File: config.mk
export PLATFORM = sky130hd
export DESIGN_NAME = bmctl_regs
export DESIGN_NICKNAME = d
export VERILOG_FILES = /design/src/rtl/bmctl_pkg.sv /design/src/rtl/bmctl_base.sv /design/src/rtl/bmctl_cmd.sv /design/src/rtl/bmctl_irq.sv /design/src/rtl/bmctl_regs.sv
export SDC_FILE = /design/constraint.sdc
export NUM_CORES = 1
export LEC_CHECK = 0
export ABC_CLOCK_PERIOD_IN_PS = 1800
export CAP_MARGIN = 20
export CORE_MARGIN = 1
export CORE_UTILIZATION = 48
export DETAILED_ROUTE_END_ITERATION = 10
export PLACE_DENSITY = 0.86
export SETUP_SLACK_MARGIN = 0.15
export SYNTH_ARGS = -nofsm -noshare
export SYNTH_HDL_FRONTEND = slang
export SYNTH_SLANG_ARGS = --single-unit
File: constraint.sdc
create_clock -name clk -period 1.8 [get_ports clk]
set_input_delay 0.27 -clock clk [delete_from_list [all_inputs] [get_ports clk]]
set_output_delay 0.27 -clock clk [all_outputs]
set_load 0.02 [all_outputs]
File: src/rtl/bmctl_pkg.sv
package bmctl_pkg;
  typedef enum logic [1:0] {
    SEL_CMD  = 2'd0,
    SEL_STAT = 2'd1,
    SEL_BASE = 2'd2,
    SEL_NONE = 2'd3
  } reg_sel_e;

  localparam int CMD_RUN_BIT  = 0;
  localparam int CMD_DIR_BIT  = 3;
  localparam int STAT_BUSY    = 0;
  localparam int STAT_IRQ     = 2;
  localparam int STAT_FLAG_LO = 5;
  localparam int STAT_FLAG_HI = 6;
endpackage

File: src/rtl/bmctl_base.sv
module bmctl_base #(
  parameter int DW = 32,
  localparam int LANES = DW / 8,
  localparam int OW = $clog2(LANES)
) (
  input  logic          clk,
  input  logic          rst_n,
  input  logic          wr,
  input  logic [OW-1:0] off,
  input  logic [1:0]    size,
  input  logic [DW-1:0] wdata,
  output logic [DW-1:0] base_q,
  output logic [DW-1:0] rdata
);
  logic [LANES-1:0] width_lanes;
  logic [LANES-1:0] wmask;
  logic [DW-1:0]    shifted;
  logic [DW-1:0]    rmask;
  int               nbytes;

  always_comb begin
    nbytes = 1 << size;
    if (nbytes > LANES) nbytes = LANES;
    for (int i = 0; i < LANES; i++) begin
      width_lanes[i]  = (i < nbytes);
      rmask[i*8 +: 8] = {8{width_lanes[i]}};
    end
    wmask   = width_lanes << off;
    shifted = wdata << {off, 3'b000};
    rdata   = (base_q >> {off, 3'b000}) & rmask;
  end

  for (genvar g = 0; g < LANES; g++) begin : g_lane
    if (g == 0) begin : g_low
      always_ff @(posedge clk) begin
        if (!rst_n) base_q[7:0] <= '0;
        else if (wr && wmask[0]) base_q[7:0] <= {shifted[7:2], 2'b00};
      end
    end else begin : g_up
      always_ff @(posedge clk) begin
        if (!rst_n) base_q[g*8 +: 8] <= '0;
        else if (wr && wmask[g]) base_q[g*8 +: 8] <= shifted[g*8 +: 8];
      end
    end
  end

  AST_BASE_LOW_ZERO: assert property (@(posedge clk) disable iff (!rst_n)
    base_q[1:0] == 2'b00);
  AST_BASE_HOLD: assert property (@(posedge clk) disable iff (!rst_n)
    !wr |=> $stable(base_q));
endmodule

File: src/rtl/bmctl_cmd.sv
module bmctl_cmd #(
  parameter int DW = 32
) (
  input  logic          clk,
  input  logic          rst_n,
  input  logic          wr_cmd,
  input  logic [7:0]    wbyte,
  input  logic [DW-1:0] base,
  input  logic          eng_idle,
  input  logic          eng_more,
  output logic          run_q,
  output logic          dir_q,
  output logic          busy_q,
  output logic          start_pulse,
  output logic          cancel_pulse,
  output logic [DW-1:0] tbl_ptr
);
  import bmctl_pkg::*;

  logic run_new;
  assign run_new = wbyte[CMD_RUN_BIT];

  always_ff @(posedge clk) begin
    if (!rst_n) begin
      run_q        <= 1'b0;
      dir_q        <= 1'b0;
      busy_q       <= 1'b0;
      start_pulse  <= 1'b0;
      cancel_pulse <= 1'b0;
      tbl_ptr      <= '0;
    end else begin
      start_pulse  <= 1'b0;
      cancel_pulse <= 1'b0;
      if (eng_idle) busy_q <= eng_more;
      if (wr_cmd) begin
        if (run_new != run_q) begin
          if (!run_new) begin
            cancel_pulse <= 1'b1;
            busy_q       <= 1'b0;
          end else begin
            tbl_ptr <= base;
            if (!busy_q) begin
              busy_q      <= 1'b1;
              start_pulse <= 1'b1;
            end
          end
        end
        run_q <= run_new;
        dir_q <= wbyte[CMD_DIR_BIT];
      end
    end
  end

  AST_SAME_RUN_QUIET: assert property (@(posedge clk) disable iff (!rst_n)
    (wr_cmd && run_new == run_q) |=> (!start_pulse && !cancel_pulse && $stable(tbl_ptr)));
  AST_CANCEL_IDLE: assert property (@(posedge clk) disable iff (!rst_n)
    cancel_pulse |-> (!busy_q && !run_q));
  AST_START_BUSY: assert property (@(posedge clk) disable iff (!rst_n)
    start_pulse |-> (busy_q && run_q));
  AST_PTR_ON_WRITE_ONLY: assert property (@(posedge clk) disable iff (!rst_n)
    !wr_cmd |=> $stable(tbl_ptr));
  AST_PULSE_EXCL: assert property (@(posedge clk) disable iff (!rst_n)
    !(start_pulse && cancel_pulse));
endmodule

File: src/rtl/bmctl_irq.sv
module bmctl_irq (
  input  logic       clk,
  input  logic       rst_n,
  input  logic       drv_irq,
  input  logic       wr_stat,
  input  logic [7:0] wbyte,
  output logic       irq_q,
  output logic [1:0] flags_q,
  output logic       host_irq
);
  import bmctl_pkg::*;

  logic drv_d;
  logic rise;

  assign host_irq = drv_irq;
  assign rise     = drv_irq && !drv_d;

  always_ff @(posedge clk) begin
    if (!rst_n) begin
      drv_d   <= 1'b0;
      irq_q   <= 1'b0;
      flags_q <= '0;
    end else begin
      drv_d <= drv_irq;
      if (rise) irq_q <= 1'b1;
      else if (wr_stat && wbyte[STAT_IRQ]) irq_q <= 1'b0;
      if (wr_stat) flags_q <= wbyte[STAT_FLAG_HI:STAT_FLAG_LO];
    end
  end

  AST_IRQ_RISE_SETS: assert property (@(posedge clk) disable iff (!rst_n)
    $rose(drv_irq) |=> irq_q);
  AST_IRQ_LEVEL_KEEPS: assert property (@(posedge clk) disable iff (!rst_n)
    (!drv_irq && !wr_stat) |=> $stable(irq_q));
  AST_FLAGS_HOLD: assert property (@(posedge clk) disable iff (!rst_n)
    !wr_stat |=> $stable(flags_q));
endmodule

File: src/rtl/bmctl_regs.sv
module bmctl_regs #(
  parameter int DW = 32,
  localparam int OW = $clog2(DW / 8)
) (
  input  logic          clk,
  input  logic          rst_n,
  input  logic          reg_wr,
  input  logic [1:0]    reg_sel,
  input  logic [OW-1:0] reg_off,
  input  logic [1:0]    reg_size,
  input  logic [DW-1:0] reg_wdata,
  output logic [DW-1:0] reg_rdata,
  input  logic          drv_irq,
  output logic          host_irq,
  input  logic          eng_idle,
  input  logic          eng_more,
  output logic          start_pulse,
  output logic          cancel_pulse,
  output logic [DW-1:0] tbl_ptr
);
  import bmctl_pkg::*;

  reg_sel_e      sel;
  logic          wr_cmd, wr_stat, wr_base;
  logic [DW-1:0] base_q, base_rd;
  logic          run_q, dir_q, busy_q, irq_q;
  logic [1:0]    flags_q;

  assign sel     = reg_sel_e'(reg_sel);
  assign wr_cmd  = reg_wr && (sel == SEL_CMD);
  assign wr_stat = reg_wr && (sel == SEL_STAT);
  assign wr_base = reg_wr && (sel == SEL_BASE);

  bmctl_base #(.DW(DW)) u_base (
    .clk(clk), .rst_n(rst_n), .wr(wr_base), .off(reg_off), .size(reg_size),
    .wdata(reg_wdata), .base_q(base_q), .rdata(base_rd)
  );

  bmctl_cmd #(.DW(DW)) u_cmd (
    .clk(clk), .rst_n(rst_n), .wr_cmd(wr_cmd), .wbyte(reg_wdata[7:0]),
    .base(base_q), .eng_idle(eng_idle), .eng_more(eng_more),
    .run_q(run_q), .dir_q(dir_q), .busy_q(busy_q),
    .start_pulse(start_pulse), .cancel_pulse(cancel_pulse), .tbl_ptr(tbl_ptr)
  );

  bmctl_irq u_irq (
    .clk(clk), .rst_n(rst_n), .drv_irq(drv_irq), .wr_stat(wr_stat),
    .wbyte(reg_wdata[7:0]), .irq_q(irq_q), .flags_q(flags_q), .host_irq(host_irq)
  );

  always_comb begin
    reg_rdata = '0;
    case (sel)
      SEL_CMD: begin
        reg_rdata[CMD_RUN_BIT] = run_q;
        reg_rdata[CMD_DIR_BIT] = dir_q;
      end
      SEL_STAT: begin
        reg_rdata[STAT_BUSY]                  = busy_q;
        reg_rdata[STAT_IRQ]                   = irq_q;
        reg_rdata[STAT_FLAG_HI:STAT_FLAG_LO]  = flags_q;
      end
      SEL_BASE: reg_rdata = base_rd;
      default:  reg_rdata = '0;
    endcase
  end

  AST_STAT_WR_KEEPS_BUSY: assert property (@(posedge clk) disable iff (!rst_n)
    (wr_stat && !eng_idle) |=> $stable(busy_q));
  AST_IDLE_TRACKS_MORE: assert property (@(posedge clk) disable iff (!rst_n)
    (eng_idle && !wr_cmd) |=> (busy_q == $past(eng_more)));
endmodule

## Word-level counts from Yosys, hierarchy flattened

Index checks and enable logic that the tools add are counted.

- $lt $le $gt $ge: 5
- Eq/ne operators: 3
- Shift-type cells: 4
- Muxes and demuxes: 17
- Bitwise logic cells: 1
- Reductions and logical operators: 15

Operators by type and width:

| kind | count |
|---|---|
| $lt 3x32->1 const A | 2 |
| $and 32x32->32 | 1 |
| $gt 32x4->1 const B | 1 |
| $lt 1x32->1 const A | 1 |
| $lt 2x32->1 const A | 1 |
| $mux 32 | 1 |
| $shl 1x2->32 const A | 1 |
| $shl 32x5->32 | 1 |
| $shr 32x5->32 | 1 |
| $mux 25 | 1 |
| $mux 1 | 11 |
| $logic_and 1x1->1 | 9 |
| $reduce_and 3->1 | 2 |
| $pmux 1 s2 | 2 |
| $pmux 2 s2 | 1 |
| $reduce_and 4->1 | 1 |
| $shl 4x2->4 | 1 |
| $pmux 1 s3 | 1 |
| $eq 2x1->1 const B | 1 |
| $eq 2x2->1 const B | 1 |
| $logic_not 2->1 | 1 |
| $reduce_bool 2->1 | 1 |
| $logic_not 1->1 | 1 |
| $ne 1x1->1 | 1 |

- Register bits: 69
- Output and inout port bits: 67

## Longest topological paths before layout

- Word-level depth: 6
- Gate-level depth with buffers: 7
- Mapped depth without buffers: 5

## Cells and area by module

Synthesis repeated with hierarchy kept, for this count alone.

- Cell total of the unflattened synthesis: 463
- Area, all modules: 4191.5 µm²

By module, submodules not included:

| module | instances | cells each | area an instance (µm²) |
|---|---|---|---|
| bmctl_base | 1 | 243 | 2188.3 |
| bmctl_cmd | 1 | 159 | 1526.5 |
| bmctl_regs | 1 | 48 | 327.8 |
| bmctl_irq | 1 | 13 | 148.9 |

## Worst setup path after synthesis

Ideal clock, no wire load.

- Path type: input to output
- Start: input reg_sel[0]
- End: output reg_rdata[24]
- Data arrival time: 1.417 ns
- Required time: 1.530 ns
- Slack: 0.113 ns
- Cell stages on the path: 6
- Path through: inv_1 > ha_1 > buf_2 > nand3b_1 > nor2_1 > and2_1

- Longest elaborated chain between the ends: 2

Ends and longest elaborated chain:

| what | line | text |
|---|---|---|
| start: declaration | bmctl_regs.sv:8 | `input logic [1:0] reg_sel,` |
| $eq 2x2->1 | bmctl_regs.sv:53 | `case (sel)` |
| $mux 25 | bmctl_regs.sv:53 |  |
| end: declaration | bmctl_regs.sv:12 | `output logic [DW-1:0] reg_rdata,` |

No other way between the ends.

## Worst setup path after layout

- Start: register u_base.base_q[3]
- End: output reg_rdata[3]

- Longest elaborated chain between the ends: 3

Ends and longest elaborated chain:

| what | line | text |
|---|---|---|
| start: declaration | bmctl_base.sv:12 | `output logic [DW-1:0] base_q,` |
| start signal: assignment | bmctl_base.sv:37 | `else if (wr && wmask[0]) base_q[7:0] <= {shifted[7:2], 2'b00};` |
| $shr 32x5->32 | bmctl_base.sv:30 | `rdata = (base_q >> {off, 3'b000}) & rmask;` |
| $and 32x32->32 | bmctl_base.sv:30 |  |
| $pmux 1 s2 | bmctl_regs.sv:53 |  |

No other way between the ends.

==> metrics.yaml <==
yosys:
  synthMuxAreaShare: 0.1222
  synth-seq-cells: 69
  synthArstFlopShare: 0
  synth_fa_ha_area_frac: 0.01683
  synth_area_leaders: "dfxtp_1 37%, mux2i_1 11%, nand2_1 8.6%"
  synth_top_family_by_area: "compound AO/OA/AOI/OAI gates"
  synth_simple_gate_area_frac: 0.2026
  synthCells: 439
  synth_xor_area_frac: 0
  synth_area_per_cell_sq_um: 8.468
  synth_compound_area_frac: 0.2232
  yosysSeqAreaShare: 0.3716
  yosysUniqueCellTypes: 45
  syn_area_sq_um: 3717
  synth_flop_cell: "dfxtp_1"
  synth_top_cell_area_share: 0.3716
  synth_edf_count: 0
  yosysMostFrequentCell: "nand2_1"
  yosysWarningCount: 0
  synth_area_leader_cell: "dfxtp_1"
  synth_top_cells_by_count: "85 x nand2_1, 69 x dfxtp_1, 44 x a21oi_1, 42 x mux2i_1, 24 x nor2_1"
power:
  switching_power_mw: 1.019
  power.leakage_nw: 2.190
  intPower_mw: 2.932
  p_clk_frac: 0.439
  cellPowerDensity_nw_per_um2: 715.2
  p_comb_frac: 0.159
  seqPwrFrac: 0.402
  swShare: 0.2578
  ir_drop_mv: 0.3999
clocking:
  cts_buffers: 9
  clk_latency_ns: 0.36
  h-tree-depth: 3
  ctsHoldBuffers: 0
  clk_root_buffer_cell: "clkbuf_8"
  cts_tree: "yes"
  cts.path.max_buffers: 2
  path_clk_slew_ns: 0.08
  cts_sinks: 69
setup_path:
  rrSetupSlack_ns: 0.42
  end_kind: "output port"
  max_stage_delay_ns: 0.33
  required_ns: 1.53
  crit_chain: "nor2b_4, a211o_1, a32o_2, buf_6"
  rr_worst_depth: 4
  start_kind: "register"
  crit_type: "register to output port"
  crit_fanout: 2
  arrival_ns: 1.43
  crit_path_top_delay_cell: "dfxtp_2"
placed_design:
  gp_congestion: 0.9548
  dp_hpwl_um: 9108
  placed_area_sq_um: 5179
  pre_cts_ws_ns: -0.7087
  io_buffers: 108
  dp_cells: 670
sta:
  hold_violations: 0
  fin_crit_sh: 0.9465
  worst_pin_slew_ns: 0.5589
  slew_viol_final: 0
  fin_ws_ns: 0.09630
  rsz0062_at_grt: "true"
  hold_ws_ns: 0.4559
  slew_headroom: 0.6274
  setup_viol: 0
  fin_skew_ns: 0.004553
  min_period_ns: 1.704
  fmax_ghz: 0.5870
global_route:
  grtUsageTotal: 0.3084
  antenna_found_initial: 0
  grt_pass1_wl_um: 19520
  grt_pass1_vias: 3868
  grt_max_degree: 48
  overflow: 0
route:
  avgRoutedWirePerCell_um: 18.10
  dr.pass1.iters: 6
  ant_nets: 0
  routed_wl_um: 12490
  drc: 0
  drt_iter0_markers: 335
  viasPerCell: 5.757
  route.vias.total: 3972
layout:
  stdcell_area_sq_um: 5524
  final_cells: 690
  drive_above_1_share: 0.2961
  nets: 635
  n_antenna_cell: 0
  syn2layout_area_growth_pct: 48.60
floorplan:
  initial_utilization: 0.5044
  rows: 31
  dieHeight_um: 90
  fp.dieW_um: 90
  fp.coreArea_sq_um: 7370
  dieArea_sq_um: 8100
  num_io_pins: 111
min_path:
  whs_path_depth: 2
  hold_class: "register to register"
job:
  drv_cap: 0
run_status:
  status: "finished, final reports clean"
[power groups by stage]
stage | sequential (mW) | combinational, mW | clock (mW)
3_5_place_dp | 1.62 | 0.582 | 0
2_1_floorplan | 1.62 | 0.308 | 0
3_3_place_gp | 1.62 | 0.568 | 0
5_1_grt | 1.59 | 0.665 | 1.81
6_report | 1.59 | 0.627 | 1.74
4_1_cts | 1.58 | 0.601 | 1.73
[area by class of cell]
cell class / count / area (sq um)
Clock inverter: 7 / 146.4
Timing Repair Buffer: 174 / 1468
Inverter: 4 / 15.01
Tap cell: 99 / 123.9
Fill cell: 547 / 1846
Clock buffer: 9 / 123.9
Multi-Input combinational cell: 328 / 2247
Sequential cell: 69 / 1400
[flip-flops by register name, summed over array words and instances (netlist names)]
register,count
u_cmd.start_pulse,1
u_irq.irq_q,1
u_cmd.dir_q,1
u_cmd.busy_q,1
u_irq.flags_q,2
u_cmd.tbl_ptr,30
u_base.base_q,30
u_cmd.run_q,1
u_cmd.cancel_pulse,1
u_irq.drv_d,1
[cell usage in the layout, fill, tap and decap left out, types with 9 or more instances in the layout]
master and instances:
buf_4 72, dfxtp_1 54, nand2_1 83, mux2i_1 34
nor2b_1 9, nor2_1 20, a2bb2oi_1 14, dfxtp_2 15
clkbuf_8 9, and2_1 14, a211oi_1 16, clkdlybuf4s50_1 70
a31oi_1 9, a21oi_1 43, buf_2 20
[final timing paths]
path                           from                 to
setup / recovery   u_base.base_q[3]       reg_rdata[3]
hold / removal    u_cmd.tbl_ptr[17]  u_cmd.tbl_ptr[17]
setup reg to reg        u_cmd.run_q  u_cmd.start_pulse
hold reg to reg   u_cmd.tbl_ptr[17]  u_cmd.tbl_ptr[17]
[per-stage QoR]
step	total power, mW	utilization	setup TNS, ns
3_3_place_gp	2.186	0.7027	-26.28
2_1_floorplan	1.924	-	0
4_1_cts	3.919	0.7350	0
5_1_grt	4.067	0.7496	0
3_5_place_dp	2.200	0.7027	-30.66
6_report	3.951	0.7496	0
[cells by family after synthesis]
group           Yosys count
compound gates          113
fa+ha+maj                 5
buf+inv                  43
flops                    69
mux                      45
other cells               1
simple gates            163
[worst max-delay path: cells and delay by family (launching register included)]
| kind | cells | cell delay (ns) |
|---|---|---|
| flops | 1 | 0.33 |
| simple gates | 1 | 0.11 |
| buf+inv | 1 | 0.13 |
| compound gates | 2 | 0.50 |
[timing repair]
item / in CTS / in global routing
endpoints found under the hold margin: 0 / 0
gates resized for setup: 167 / 39
setup endpoints to repair: 62 / 35
cloned: 0 / 0
buffers inserted: 0 / 4
pin swaps: 6 / 3
[per-layer routing]
layer	share of wire	vias to the layer above	global-route usage
met3	0.060	36	0.06345
met2	0.50	193	0.5401
li1	-	1851	-
met1	0.40	1892	0.3599
met5	0	-	0
met4	0.036	0	0.1411
No activity file was read; power rests on OpenSTA's default activity.
